`config.mk`:
```
export PLATFORM = sky130hd
export DESIGN_NAME = reset_sequencer
export DESIGN_NICKNAME = d
export VERILOG_FILES = /design/src/rtl/reset_seq_pkg.sv /design/src/rtl/reset_seq_ctrl.sv /design/src/rtl/reset_seq_datapath.sv /design/src/rtl/reset_sequencer.sv
export SDC_FILE = /design/constraint.sdc
export NUM_CORES = 1
export LEC_CHECK = 0
export BUFFER_PORTS_ARGS = -buffer_cell sky130_fd_sc_hd__buf_2
export CORE_MARGIN = 2
export CORE_UTILIZATION = 45
export DETAILED_ROUTE_END_ITERATION = 12
export GPL_ROUTABILITY_DRIVEN = 0
export PLACE_DENSITY = 0.66
export REMOVE_ABC_BUFFERS = 1
export SYNTH_ARGS = -nofsm -noshare
export SYNTH_HDL_FRONTEND = slang
export SYNTH_HIERARCHICAL = 1
export SYNTH_SLANG_ARGS = --single-unit
```
`constraint.sdc`:
```
create_clock -name clk -period 4.5 [get_ports clk]
set_input_delay 1.125 -clock clk [delete_from_list [all_inputs] [get_ports clk]]
set_output_delay 1.125 -clock clk [all_outputs]
set_load 0.01 [all_outputs]
```
`src/rtl/reset_seq_pkg.sv`:
```
package reset_seq_pkg;

  // command bit positions (the decode depends on them)
  localparam int CMD_PWR   = 0;
  localparam int CMD_FULL  = 1;
  localparam int CMD_NORM  = 2;
  localparam int CMD_MEM   = 3;
  localparam int CMD_SLEEP = 4;
  localparam int CMD_W     = 5;
  localparam int RST_BITS  = CMD_SLEEP;

  // internal line indices, all active high inside the block
  localparam int LINE_SOC  = 0;
  localparam int LINE_SEC  = 1;
  localparam int LINE_MEM  = 2;
  localparam int LINE_PWR  = 3;
  localparam int NUM_LINES = 4;

  typedef enum logic [1:0] {
    ST_IDLE = 2'd0,
    ST_HOLD = 2'd1,
    ST_WAIT = 2'd2
  } seqState_t;

  typedef struct packed {
    logic loadLines;
    logic relLines;
    logic reinitGo;
    logic sleepGo;
  } seqStrobe_t;

endpackage

```
`src/rtl/reset_seq_ctrl.sv`:
```
module reset_seq_ctrl
  import reset_seq_pkg::*;
#(
  parameter int HOLD_MS   = 5,
  parameter int REINIT_MS = 100
) (
  input  logic             clk,
  input  logic             rstN,
  input  logic             cmdWrite,
  input  logic [CMD_W-1:0] cmdData,
  input  logic             msTick,
  output seqStrobe_t       strb,
  output logic             busy
);

  localparam int MAX_MS = (REINIT_MS > HOLD_MS) ? REINIT_MS : HOLD_MS;
  localparam int CNT_W  = $clog2(MAX_MS + 1);
  localparam logic [CNT_W-1:0] HOLD_LAST   = CNT_W'(HOLD_MS - 1);
  localparam logic [CNT_W-1:0] REINIT_LAST = CNT_W'(REINIT_MS - 1);

  seqState_t        state, stateNxt;
  logic [CNT_W-1:0] msCnt, msCntNxt;
  logic             accept, anyReset, holdDone, waitDone;

  assign accept   = cmdWrite && (state == ST_IDLE);
  assign anyReset = |cmdData[RST_BITS-1:0];
  assign holdDone = (state == ST_HOLD) && msTick && (msCnt == HOLD_LAST);
  assign waitDone = (state == ST_WAIT) && msTick && (msCnt == REINIT_LAST);

  always_comb begin
    stateNxt      = state;
    msCntNxt      = msCnt;
    strb          = '0;
    strb.sleepGo  = accept && cmdData[CMD_SLEEP];
    unique case (state)
      ST_IDLE: begin
        if (accept && anyReset) begin
          strb.loadLines = 1'b1;
          stateNxt       = ST_HOLD;
          msCntNxt       = '0;
        end
      end
      ST_HOLD: begin
        if (holdDone) begin
          strb.relLines = 1'b1;
          stateNxt      = ST_WAIT;
          msCntNxt      = '0;
        end else if (msTick) begin
          msCntNxt = msCnt + 1'b1;
        end
      end
      ST_WAIT: begin
        if (waitDone) begin
          strb.reinitGo = 1'b1;
          stateNxt      = ST_IDLE;
          msCntNxt      = '0;
        end else if (msTick) begin
          msCntNxt = msCnt + 1'b1;
        end
      end
      default: stateNxt = ST_IDLE;
    endcase
  end

  always_ff @(posedge clk or negedge rstN) begin
    if (!rstN) begin
      state <= ST_IDLE;
      msCnt <= '0;
    end else begin
      state <= stateNxt;
      msCnt <= msCntNxt;
    end
  end

  assign busy = (state != ST_IDLE);

  AST_HOLD_BOUND: assert property (@(posedge clk) disable iff (!rstN)
    (state == ST_HOLD) |-> (msCnt < CNT_W'(HOLD_MS)));
  AST_WAIT_BOUND: assert property (@(posedge clk) disable iff (!rstN)
    (state == ST_WAIT) |-> (msCnt < CNT_W'(REINIT_MS)));
  AST_BUSY_HOLDS: assert property (@(posedge clk) disable iff (!rstN)
    (busy && !msTick) |=> busy);

endmodule

```
`src/rtl/reset_seq_datapath.sv`:
```
module reset_seq_datapath
  import reset_seq_pkg::*;
(
  input  logic                 clk,
  input  logic                 rstN,
  input  seqStrobe_t           strb,
  input  logic [RST_BITS-1:0]  resetMask,
  input  logic                 legacyMode,
  output logic [NUM_LINES-1:0] lineOn,
  output logic                 sleepNotify,
  output logic                 reinitPulse
);

  logic [NUM_LINES-1:0] lineReq;

  // which lines each reset kind pulls
  always_comb begin
    lineReq           = '0;
    lineReq[LINE_SOC] = resetMask[CMD_FULL];
    lineReq[LINE_SEC] = resetMask[CMD_FULL] | resetMask[CMD_NORM];
    lineReq[LINE_MEM] = resetMask[CMD_MEM] | (resetMask[CMD_NORM] & legacyMode);
    lineReq[LINE_PWR] = resetMask[CMD_PWR];
  end

  always_ff @(posedge clk or negedge rstN) begin
    if (!rstN) begin
      lineOn      <= '0;
      sleepNotify <= 1'b0;
      reinitPulse <= 1'b0;
    end else begin
      for (int i = 0; i < NUM_LINES; i++) begin
        if (strb.loadLines)     lineOn[i] <= lineReq[i];
        else if (strb.relLines) lineOn[i] <= 1'b0;
      end
      sleepNotify <= strb.sleepGo;
      reinitPulse <= strb.reinitGo;
    end
  end

  AST_RELEASE_ALL: assert property (@(posedge clk) disable iff (!rstN)
    strb.relLines |=> (lineOn == '0));
  AST_SOC_WITH_SEC: assert property (@(posedge clk) disable iff (!rstN)
    lineOn[LINE_SOC] |-> lineOn[LINE_SEC]);
  AST_REINIT_SINGLE: assert property (@(posedge clk) disable iff (!rstN)
    reinitPulse |=> !reinitPulse);
  AST_SLEEP_NO_LINES: assert property (@(posedge clk) disable iff (!rstN)
    (strb.sleepGo && !strb.loadLines && lineOn == '0) |=> (lineOn == '0));

endmodule

```
`src/rtl/reset_sequencer.sv`:
```
module reset_sequencer
  import reset_seq_pkg::*;
#(
  parameter int HOLD_MS   = 5,
  parameter int REINIT_MS = 100
) (
  input  logic             clk,
  input  logic             rstN,
  input  logic             cmdWrite,
  input  logic [CMD_W-1:0] cmdData,
  input  logic             msTick,
  input  logic             legacyMode,
  output logic             socRstN,
  output logic             secRstN,
  output logic             memRstN,
  output logic             powerOffReq,
  output logic             sleepNotify,
  output logic             reinitPulse,
  output logic             busy
);

  seqStrobe_t           strb;
  logic [NUM_LINES-1:0] lineOn;

  reset_seq_ctrl #(.HOLD_MS(HOLD_MS), .REINIT_MS(REINIT_MS)) u_ctrl (
    .clk      (clk),
    .rstN     (rstN),
    .cmdWrite (cmdWrite),
    .cmdData  (cmdData),
    .msTick   (msTick),
    .strb     (strb),
    .busy     (busy)
  );

  reset_seq_datapath u_dp (
    .clk         (clk),
    .rstN        (rstN),
    .strb        (strb),
    .resetMask   (cmdData[RST_BITS-1:0]),
    .legacyMode  (legacyMode),
    .lineOn      (lineOn),
    .sleepNotify (sleepNotify),
    .reinitPulse (reinitPulse)
  );

  assign socRstN     = ~lineOn[LINE_SOC];
  assign secRstN     = ~lineOn[LINE_SEC];
  assign memRstN     = ~lineOn[LINE_MEM];
  assign powerOffReq = lineOn[LINE_PWR];

  AST_LINES_NEED_BUSY: assert property (@(posedge clk) disable iff (!rstN)
    (!socRstN || !secRstN || !memRstN || powerOffReq) |-> busy);

endmodule

```
==> results of run 1 <==
==> state kept, by name, indices dropped and copies added, names as in the netlist <==
signal            flops
u_ctrl/state          2
u_dp/reinitPulse      1
u_ctrl/msCnt          7
u_dp/lineOn           4
u_dp/sleepNotify      1
==> final cells by class <==
class                   count  share of cell area [%]
multi-input cells          67                    47.8
flip-flops and latches     15                    35.2
repair buffers             16                    7.51
inverters                  11                    3.87
well taps                  27                    3.17
clock buffers               4                    2.46
==> worst max-delay path, delay by kind of cell <==
| family | cells | cell delay (ns) |
|---|---|---|
| compound gates | 4 | 1.37 |
| buf+inv | 1 | 0.11 |
==> path summary, 6_finish.rpt <==
| path | startpoint | to | cells past startpoint |
|---|---|---|---|
| setup / recovery | cmdData[1] | u_ctrl/msCnt[4]$_DFFE_PN0P_ | 5 |
| hold / removal | u_dp/lineOn[0]$_DFFE_PN0P_ | u_dp/lineOn[0]$_DFFE_PN0P_ | 1 |
| setup reg to reg | u_ctrl/msCnt[3]$_DFFE_PN0P_ | u_ctrl/msCnt[4]$_DFFE_PN0P_ | 4 |
| hold reg to reg | u_dp/lineOn[0]$_DFFE_PN0P_ | u_dp/lineOn[0]$_DFFE_PN0P_ | 1 |
| max in group asynchronous | rstN | u_ctrl/msCnt[5]$_DFFE_PN0P_ | 1 |
| min in group asynchronous | rstN | u_ctrl/state[0]$_DFFE_PN0P_ | 1 |
==> power by group through the flow <==
stage	logic (mW)	clock network, mW	registers (mW)
after floorplan	0.186	0	0.194
final	0.256	0.0741	0.195
after global placement	0.252	0	0.195
after global routing	0.286	0.0872	0.199
after CTS	0.259	0.0786	0.195
after detailed placement	0.258	0	0.198
==> layer usage <==
metal | track usage [%] | wire length, um | share of wire (%)
met5 | 0 | 0 | 0
met3 | 3.87 | 95 | 5.1
met2 | 29.2 | 864 | 47
met1 | 19.2 | 891 | 48
met4 | 5.56 | 0 | 0
==> cell families after synthesis <==
kind of cell | count (synthesis)
AOI/OAI and AO/OA | 29
DFF | 15
and+or+nand+nor | 27
muxes | 3
buffers and inverters | 13
adders and majority gates | 8
==> cells in the final DEF, fill, tap and decap left out, types with 3 or more instances in the layout <==
cell type / instances
a221o_1: 5
a21oi_1: 5
ha_1: 8
buf_2: 16
a22o_1: 3
clkbuf_4: 3
inv_1: 11
nor2_1: 3
nor3_1: 4
o21ai_0: 6
nand2_1: 8
dfrtp_1: 15
==> metrics by stage <==
stage | instance area [um^2] | total power [mW]
finish | 1070 | 0.525
global route | 1070 | 0.573
CTS | 1070 | 0.532
detailed placement | 1040 | 0.456
global placement | 1040 | 0.447
floorplan | 926 | 0.380
==> results.json, run 1 <==
{
  "drive_above_1_share_pct": 22.1,
  "p_int_mw": 0.304,
  "wl_per_cell_um": 13.2,
  "fin_util_pct": 53.8,
  "synth_area_leaders": "dfrtp_1 39%, ha_1 10%, a221o_1 5.2%, inv_1 4.3%, bufbuf_16 3.4%",
  "die_y_um": 50.3,
  "synthesis.area_um2": 963,
  "num_rows": 16,
  "cpPeakStageDelay_ns": 0.54,
  "grt_start_max_net_pins": 16,
  "yosysMostFrequentCell": "dfrtp_1",
  "htreeDepth": 1,
  "grt_usage_pct": 16.4,
  "grt_first_pass_wirelength_mm": 3.17,
  "seq_power_share_pct": 37.1,
  "clock_power_share_pct": 14.1,
  "synthMuxAreaShare_pct": 3.38,
  "synthCells": 95,
  "synth_edf_count": 0,
  "gr-total-overflow": 0,
  "skew_ns": 0.00340,
  "drcViolationCount": 0,
  "portBuffers": 16,
  "multi_input_area_um2": 509,
  "synth_xor_area_share_pct": 0,
  "slew_headroom_pct": 65.7,
  "root_buffer": "clkbuf_4",
  "ys_types": 32,
  "vias": 766,
  "drt_iter0_markers": 13,
  "p_per_area_nw_per_um2": 492,
  "diodes": 0,
  "die-area_um2": 2530,
  "crit_required_ns": 4.66,
  "grt_pass1_vias": 736,
  "finalSetupViolCount": 0,
  "syn_area_per_cell_um2": 10.1,
  "synth_compound_area_share_pct": 24.0,
  "first_pass_iters": 5,
  "outcome": "complete, no violations",
  "period_share_pct": 54.5,
  "cts_made_buffers": 3,
  "wl_mm": 1.85,
  "area_growth_pct": 10.6,
  "drv_slew": 0,
  "startpoint_type": "primary input",
  "synthAdderAreaFrac_pct": 10.4,
  "synth.yosys.seq_area_share_pct": 39.0,
  "cts_hold_buf": 0,
  "worst_slack_ns": 2.05,
  "synth-simple-area-share_pct": 15.1,
  "cp.arrival_ns": 2.61,
  "post_drt_via_cell_ratio": 5.47,
  "finalHoldViolCount": 0,
  "synth_top_area_share_pct": 39.0,
  "crit_path_end_kind": "flop",
  "dp_cells": 136,
  "crit_chain": "buf_2 -> o41ai_1 -> a21o_1 -> a21oi_2 -> a221o_1",
  "core_area_um2": 1980,
  "min_period_ns": 2.45,
  "worst-r2r-setup-slack_ns": 2.52,
  "yosysTopAreaCell": "dfrtp_1",
  "synth_ff_type": "dfrtp_1",
  "clockBufferDepth": 2,
  "crit_type": "primary input to flop",
  "ys_ff_latch": 15,
  "io_pins": 17,
  "dpl.hpwl_mm": 1.42,
  "cts_tree": "done",
  "die_w_um": 50.3,
  "clkSlewWorstSetupHoldPaths_ns": 0.08,
  "p_sw_share_pct": 42.0,
  "holdWs_ns": 0.511,
  "cts_resized": 0,
  "max-cap-violations": 0,
  "dp_slack_ns": 1.78,
  "critical_path.max_fanout": 10,
  "rsz0062_at_grt": "false",
  "synth_top_family_by_area": "compound AO/OA/AOI/OAI gates",
  "regArea_um2": 375,
  "start_util_pct": 48.6,
  "final_cells": 140,
  "antenna_left": 0,
  "fillers": 190,
  "final.setup.tns_ns": 0,
  "clock_sinks": 15,
  "nNetsFinal": 132,
  "timing.fmax_ghz": 0.408,
  "power.switching_mw": 0.220,
  "clk_latency_ns": 0.27,
  "antenna_found_initial": 0,
  "synth_commonest_cells": "15 x dfrtp_1, 11 x inv_1, 8 x ha_1, 8 x nand2_1, 6 x o21ai_0",
  "irDropWorstVdd_v": 0.000223,
  "cpMaxStageDelayCell": "o41ai_1",
  "hold_path.class": "flop to flop",
  "pwr-share-comb_pct": 48.8,
  "yosys_warnings": 6,
  "p_leak_nw": 0.515,
  "tightest_slew_ns": 0.508,
  "postCtsSetupRepairBufs": 0,
  "ys_async_sr_fraction_pct": 100
}
Power figures use the tool's default switching activity.
==> inputs of run 2 (changes only) <==
- ABC_AREA: default -> 1
- clock period: 4.5 -> 2.5 ns (I/O delays scaled with it)
==> run 2 against run 1 <==
Hold slack worse by 0.28 ns. Routed wire length increased by 10%. Final area grew 9.0%. Setup slack got worse by 1.5 ns. Highest routed layer is now met4.
==> results.json, run 2 <==
{
  "outcome": "complete, no violations",
  "wl_mm": 2.04,
  "first_pass_iters": 4,
  "synth_commonest_cells": "45 x nand2_1, 23 x inv_1, 15 x dfrtp_1",
  "finalSetupViolCount": 0,
  "drcViolationCount": 0,
  "largest-register": "u_ctrl/msCnt",
  "num_rows": 17,
  "io_pins": 17,
  "post_drt_via_cell_ratio": 4.71,
  "p_per_area_nw_per_um2": 883,
  "min_period_ns": 1.92,
  "critical_path.max_fanout": 5,
  "final.setup.tns_ns": 0,
  "yosysTopAreaCell": "dfrtp_1",
  "ys_types": 16,
  "startpoint_type": "flop",
  "cts_made_buffers": 3,
  "cts_hold_buf": 0,
  "ys_async_sr_fraction_pct": 100,
  "crit_type": "flop to output pin",
  "start_util_pct": 47.0,
  "yosysMostFrequentCell": "nand2_1",
  "ys_ff_latch": 15,
  "vias": 885,
  "synth_top_area_share_pct": 36.8,
  "cts_resized": 0,
  "portBuffers": 16,
  "synthesis.area_um2": 1020,
  "antenna_left": 0,
  "layout_commonest_cell": "nand2_1",
  "area_growth_pct": 14.0,
  "nNetsFinal": 179,
  "worst_slack_ns": 0.585,
  "final_cells": 188,
  "synth_edf_count": 0,
  "grt_usage_pct": 17.9,
  "postCtsSetupRepairBufs": 0,
  "synth.yosys.seq_area_share_pct": 36.8,
  "slew_headroom_pct": 76.7,
  "drive_above_1_share_pct": 21.9,
  "clockBufferDepth": 2,
  "final_cell_mix": "45 x nand2_1, 23 x inv_1, 16 x buf_2",
  "synth_ff_type": "dfrtp_1",
  "timing.fmax_ghz": 0.522,
  "cpMaxStageDelayCell": "dfrtp_1",
  "rr_worst_depth": 8,
  "period_share_pct": 76.6,
  "die-area_um2": 2660,
  "clk_latency_ns": 0.28,
  "diodes": 0,
  "finalHoldViolCount": 0,
  "antenna_found_initial": 0,
  "crit_chain": "inv_1 -> ha_1 -> inv_1 -> buf_2",
  "largest_reg_flops": 7,
  "r2r-start": "u_ctrl/state[0]$_DFFE_PN0P_",
  "p_leak_nw": 0.676,
  "reg_top3": "u_ctrl/msCnt (7), u_dp/lineOn (4), u_ctrl/state (2)",
  "synth_area_leaders": "dfrtp_1 37%, nand2_1 17%, ha_1 9.8%, inv_1 8.5%, nand3_1 5.9%",
  "core_area_um2": 2170,
  "crit_path_end_kind": "output pin",
  "cp.arrival_ns": 1.29,
  "cpMostUsedCell": "inv_1",
  "worst-r2r-setup-slack_ns": 0.80,
  "max-cap-violations": 0,
  "rsz0062_at_grt": "false",
  "crit_required_ns": 1.88,
  "fin_util_pct": 53.6,
  "synthCells": 140,
  "gr-total-overflow": 0,
  "syn_area_per_cell_um2": 7.28,
  "dpl.hpwl_mm": 1.57,
  "grt_pass1_vias": 865,
  "dp_cells": 184,
  "die_w_um": 51.6,
  "reg2reg_to": "u_ctrl/msCnt[1]$_DFFE_PN0P_",
  "grt_first_pass_wirelength_mm": 3.58,
  "drv_slew": 0,
  "tightest_slew_ns": 0.349,
  "root_buffer": "clkbuf_4",
  "cts_tree": "done",
  "dp_slack_ns": 0.874,
  "cpPeakStageDelay_ns": 0.44,
  "drt_iter0_markers": 30,
  "grt_start_max_net_pins": 16,
  "htreeDepth": 1,
  "irDropWorstVdd_v": 0.000637,
  "clock_sinks": 15,
  "wl_per_cell_um": 10.9,
  "die_y_um": 51.6,
  "clkSlewWorstSetupHoldPaths_ns": 0.09,
  "skew_ns": 0.00174,
  "yosys_warnings": 6,
  "hold_path.class": "primary input to asynchronous set/reset pin"
}
[run 2: cell types whose count changed after synthesis, sizes merged, moves of 5 or more]
cell	change
nand3	+10
nand2	+46
inv	+14
a221o	-5
nor2	+7
[run 2: worst max-delay path by stage]
stage / start / depth (start not counted) / end / slack [ns]
floorplan: u_ctrl/state[0]$_DFFE_PN0P_ / 9 / u_ctrl/msCnt[4]$_DFFE_PN0P_ / 1.03
global placement: u_ctrl/state[0]$_DFFE_PN0P_ / 4 / busy / 0.92
detailed placement: u_ctrl/state[0]$_DFFE_PN0P_ / 9 / u_ctrl/msCnt[6]$_DFFE_PN0P_ / 0.87
CTS: u_ctrl/state[0]$_DFFE_PN0P_ / 4 / busy / 0.57
global route: u_ctrl/state[0]$_DFFE_PN0P_ / 4 / busy / 0.48
finish: u_ctrl/state[0]$_DFFE_PN0P_ / 4 / busy / 0.58
[run 2: area by class of cell]
class | instances | area (um^2)
multi-input cells | 100 | 551
flip-flops and latches | 15 | 375
well taps | 28 | 35.0
clock inverters | 1 | 5.00
inverters | 25 | 93.8
clock buffers | 3 | 22.5
repair buffers | 16 | 80.1
fillers | 218 | 1010
[run 2: cell families after synthesis]
group                      count (synthesis)  share of synthesized area [%]
AOI/OAI and AO/OA                          6                           4.05
xor gates and xnor gates                   3                           2.58
adders and majority gates                  8                           9.82
buffers and inverters                     25                           9.20
DFF                                       15                           36.8
and+or+nand+nor                           83                           37.5
[run 2: layer usage]
| layer | track usage [%] | share of wire [%] |
|---|---|---|
| met5 | 0 | 0 |
| met4 | 8.77 | 0.69 |
| met3 | 2.01 | 6.1 |
| met2 | 29.7 | 47 |
| met1 | 23.2 | 46 |
[run 2: power by group]
| group | internal, mW | switching (mW) | total (mW) |
|---|---|---|---|
| clock network | 0.0594 | 0.0786 | 0.138 |
| logic | 0.193 | 0.351 | 0.544 |
| registers | 0.302 | 0.0423 | 0.344 |
| total | 0.555 | 0.471 | 1.03 |
[run 2: per-stage QoR]
stage	hold slack (ns)	total power [mW]	area [um^2]
floorplan	0.329	0.747	1020
global placement	0.453	0.872	1130
detailed placement	0.467	0.890	1130
CTS	0.229	1.04	1160
global route	0.233	1.13	1160
finish	0.235	1.03	1160
[run 2: worst max-delay path, delay by kind of cell, from the launching register on]
family	cells	cell delay, ns
adders and majority gates	1	0.27
DFF	1	0.44
buffers and inverters	3	0.30
==> inputs of run 3 (changes only) <==
- ABC_AREA: 1 -> 0
- clock period: 2.5 -> 1.86 ns (I/O delays scaled with it)
==> run 3 against run 2 <==
Clock power up 28%. Sequential power up 36%. Routed wire length down 4.2%. Highest routed layer unchanged.
==> results.json, run 3 (synthesis results as in run 1) <==
{
  "clockBufferDepth": 2,
  "dp_slack_ns": 0.0104,
  "die_w_um": 50.3,
  "r2r-start": "u_ctrl/msCnt[0]$_DFFE_PN0P_",
  "crit_type": "flop to flop",
  "irDropWorstVdd_v": 0.000756,
  "timing.fmax_ghz": 0.565,
  "dpl.hpwl_mm": 1.51,
  "grt_usage_pct": 16.5,
  "wl_per_cell_um": 13.0,
  "core_area_um2": 1980,
  "die_y_um": 50.3,
  "finish.instance_area_um2": 1150,
  "placed_cell_area_um2": 1110,
  "endpoint": "u_ctrl/msCnt[1]$_DFFE_PN0P_",
  "grt_first_pass_wirelength_mm": 3.12,
  "power_mw": 1.34,
  "first_pass_iters": 4,
  "num_rows": 16,
  "nNetsFinal": 142,
  "skew_ns": 0.00252,
  "layout_commonest_cell": "buf_2",
  "critPathLaunch": "u_ctrl/msCnt[0]$_DFFE_PN0P_",
  "die-area_um2": 2530,
  "post_drt_via_cell_ratio": 5.47,
  "p_leak_nw": 0.562,
  "drt_iter0_markers": 11,
  "start_util_pct": 48.6,
  "htreeDepth": 1,
  "p_per_area_nw_per_um2": 1170,
  "cts_tree": "done",
  "cpMaxStageDelayCell": "dfrtp_1",
  "startpoint_type": "flop",
  "antenna_left": 0,
  "slew_headroom_pct": 71.1,
  "worst_slack_ns": 0.0893,
  "largest_reg_flops": 7,
  "min_period_ns": 1.77,
  "grt_pass1_vias": 782,
  "diodes": 0,
  "critical_path.max_fanout": 5,
  "outcome": "complete, no violations",
  "final_cell_mix": "16 x buf_2, 15 x dfrtp_1, 11 x inv_1",
  "crit_path_end_kind": "flop",
  "gr-total-overflow": 0,
  "cpPeakStageDelay_ns": 0.41,
  "clk_latency_ns": 0.28,
  "finalHoldViolCount": 0,
  "vias": 820,
  "crit_chain": "inv_1 -> ha_1 -> nand3_1 -> o211ai_4 -> a211oi_2 -> a221o_1",
  "finalSetupViolCount": 0,
  "drive_above_1_share_pct": 28.5,
  "cts_hold_buf": 0,
  "grt_start_max_net_pins": 16,
  "cp.arrival_ns": 1.94,
  "portBuffers": 16,
  "antenna_found_initial": 0,
  "worst-r2r-setup-slack_ns": 0.09,
  "max-cap-violations": 0,
  "drcViolationCount": 0,
  "period_share_pct": 95.2,
  "wl_mm": 1.96,
  "final.setup.tns_ns": 0,
  "root_buffer": "clkbuf_4",
  "reg2reg_to": "u_ctrl/msCnt[1]$_DFFE_PN0P_",
  "clock_sinks": 15,
  "drv_slew": 0,
  "crit_required_ns": 2.02,
  "tightest_slew_ns": 0.432,
  "largest-register": "u_ctrl/msCnt",
  "area_growth_pct": 19.0,
  "rr_worst_depth": 6,
  "cts_made_buffers": 3,
  "clkSlewWorstSetupHoldPaths_ns": 0.08,
  "fin_util_pct": 57.8,
  "io_pins": 17,
  "reg_top3": "u_ctrl/msCnt (7), u_dp/lineOn (4), u_ctrl/state (2)",
  "hold_path.class": "primary input to asynchronous set/reset pin"
}
-- run 3: cell types whose count changed in the layout (fill, tap and decap cells not counted), sizes merged, moves of 4 or more --
cell and change:
nand3 -10, nand2 -46, nor3 +4, nor2 -7
buf +9, o21ai +4, a221o +5, inv -14
-- run 3: cell type report --
class	count	area, um^2
fillers	179	836
multi-input cells	68	522
flip-flops and latches	15	375
repair buffers	25	148
inverters	11	41.3
well taps	27	33.8
clock buffers	4	26.3
-- run 3: through the flow --
step           std cells  hold WS, ns
6_report             150       0.0710
5_1_grt              150       0.0908
4_1_cts              149       0.0715
3_5_place_dp         145        0.383
3_3_place_gp         145        0.382
2_1_floorplan         93        0.169
-- run 3: routing by layer --
layer | vias up | global-route usage, % | wire, um
met1 | 383 | 17.8 | 846
met3 | 6 | 2.08 | 107
met5 | - | 0 | 0
met4 | 0 | 10.6 | 38
met2 | 26 | 29.8 | 963
li1 | 405 | - | -
-- run 3: where the power goes --
group	internal [mW]	total [mW]	switching, mW
combinational	0.299	0.698	0.399
clock	0.0832	0.177	0.0941
sequential	0.408	0.468	0.0602
-- run 3: worst min path at each step --
| stage | end | cells past startpoint |
|---|---|---|
| finish | u_dp/sleepNotify$_DFF_PN0_ | 1 |
| global placement | u_dp/sleepNotify$_DFF_PN0_ | 1 |
| detailed placement | u_dp/sleepNotify$_DFF_PN0_ | 1 |
| CTS | u_dp/sleepNotify$_DFF_PN0_ | 1 |
| floorplan | u_ctrl/msCnt[0]$_DFFE_PN0P_ | 0 |
| global route | u_dp/reinitPulse$_DFF_PN0_ | 1 |
-- run 3: critical path, delay by kind of cell, from the launching register on --
family / cells / cell delay, ns
adder cells (fa/ha/maj): 1 / 0.16
AO/OA/AOI/OAI: 3 / 0.76
AND/OR/NAND/NOR: 1 / 0.22
flip-flops: 1 / 0.41
buffers and inverters: 1 / 0.11
-- run 3: what timing repair did --
item / 4_1_cts / 5_1_grt
buffers inserted: 0 / 0
setup endpoints to repair: 0 / 6
resized for setup: 0 / 0
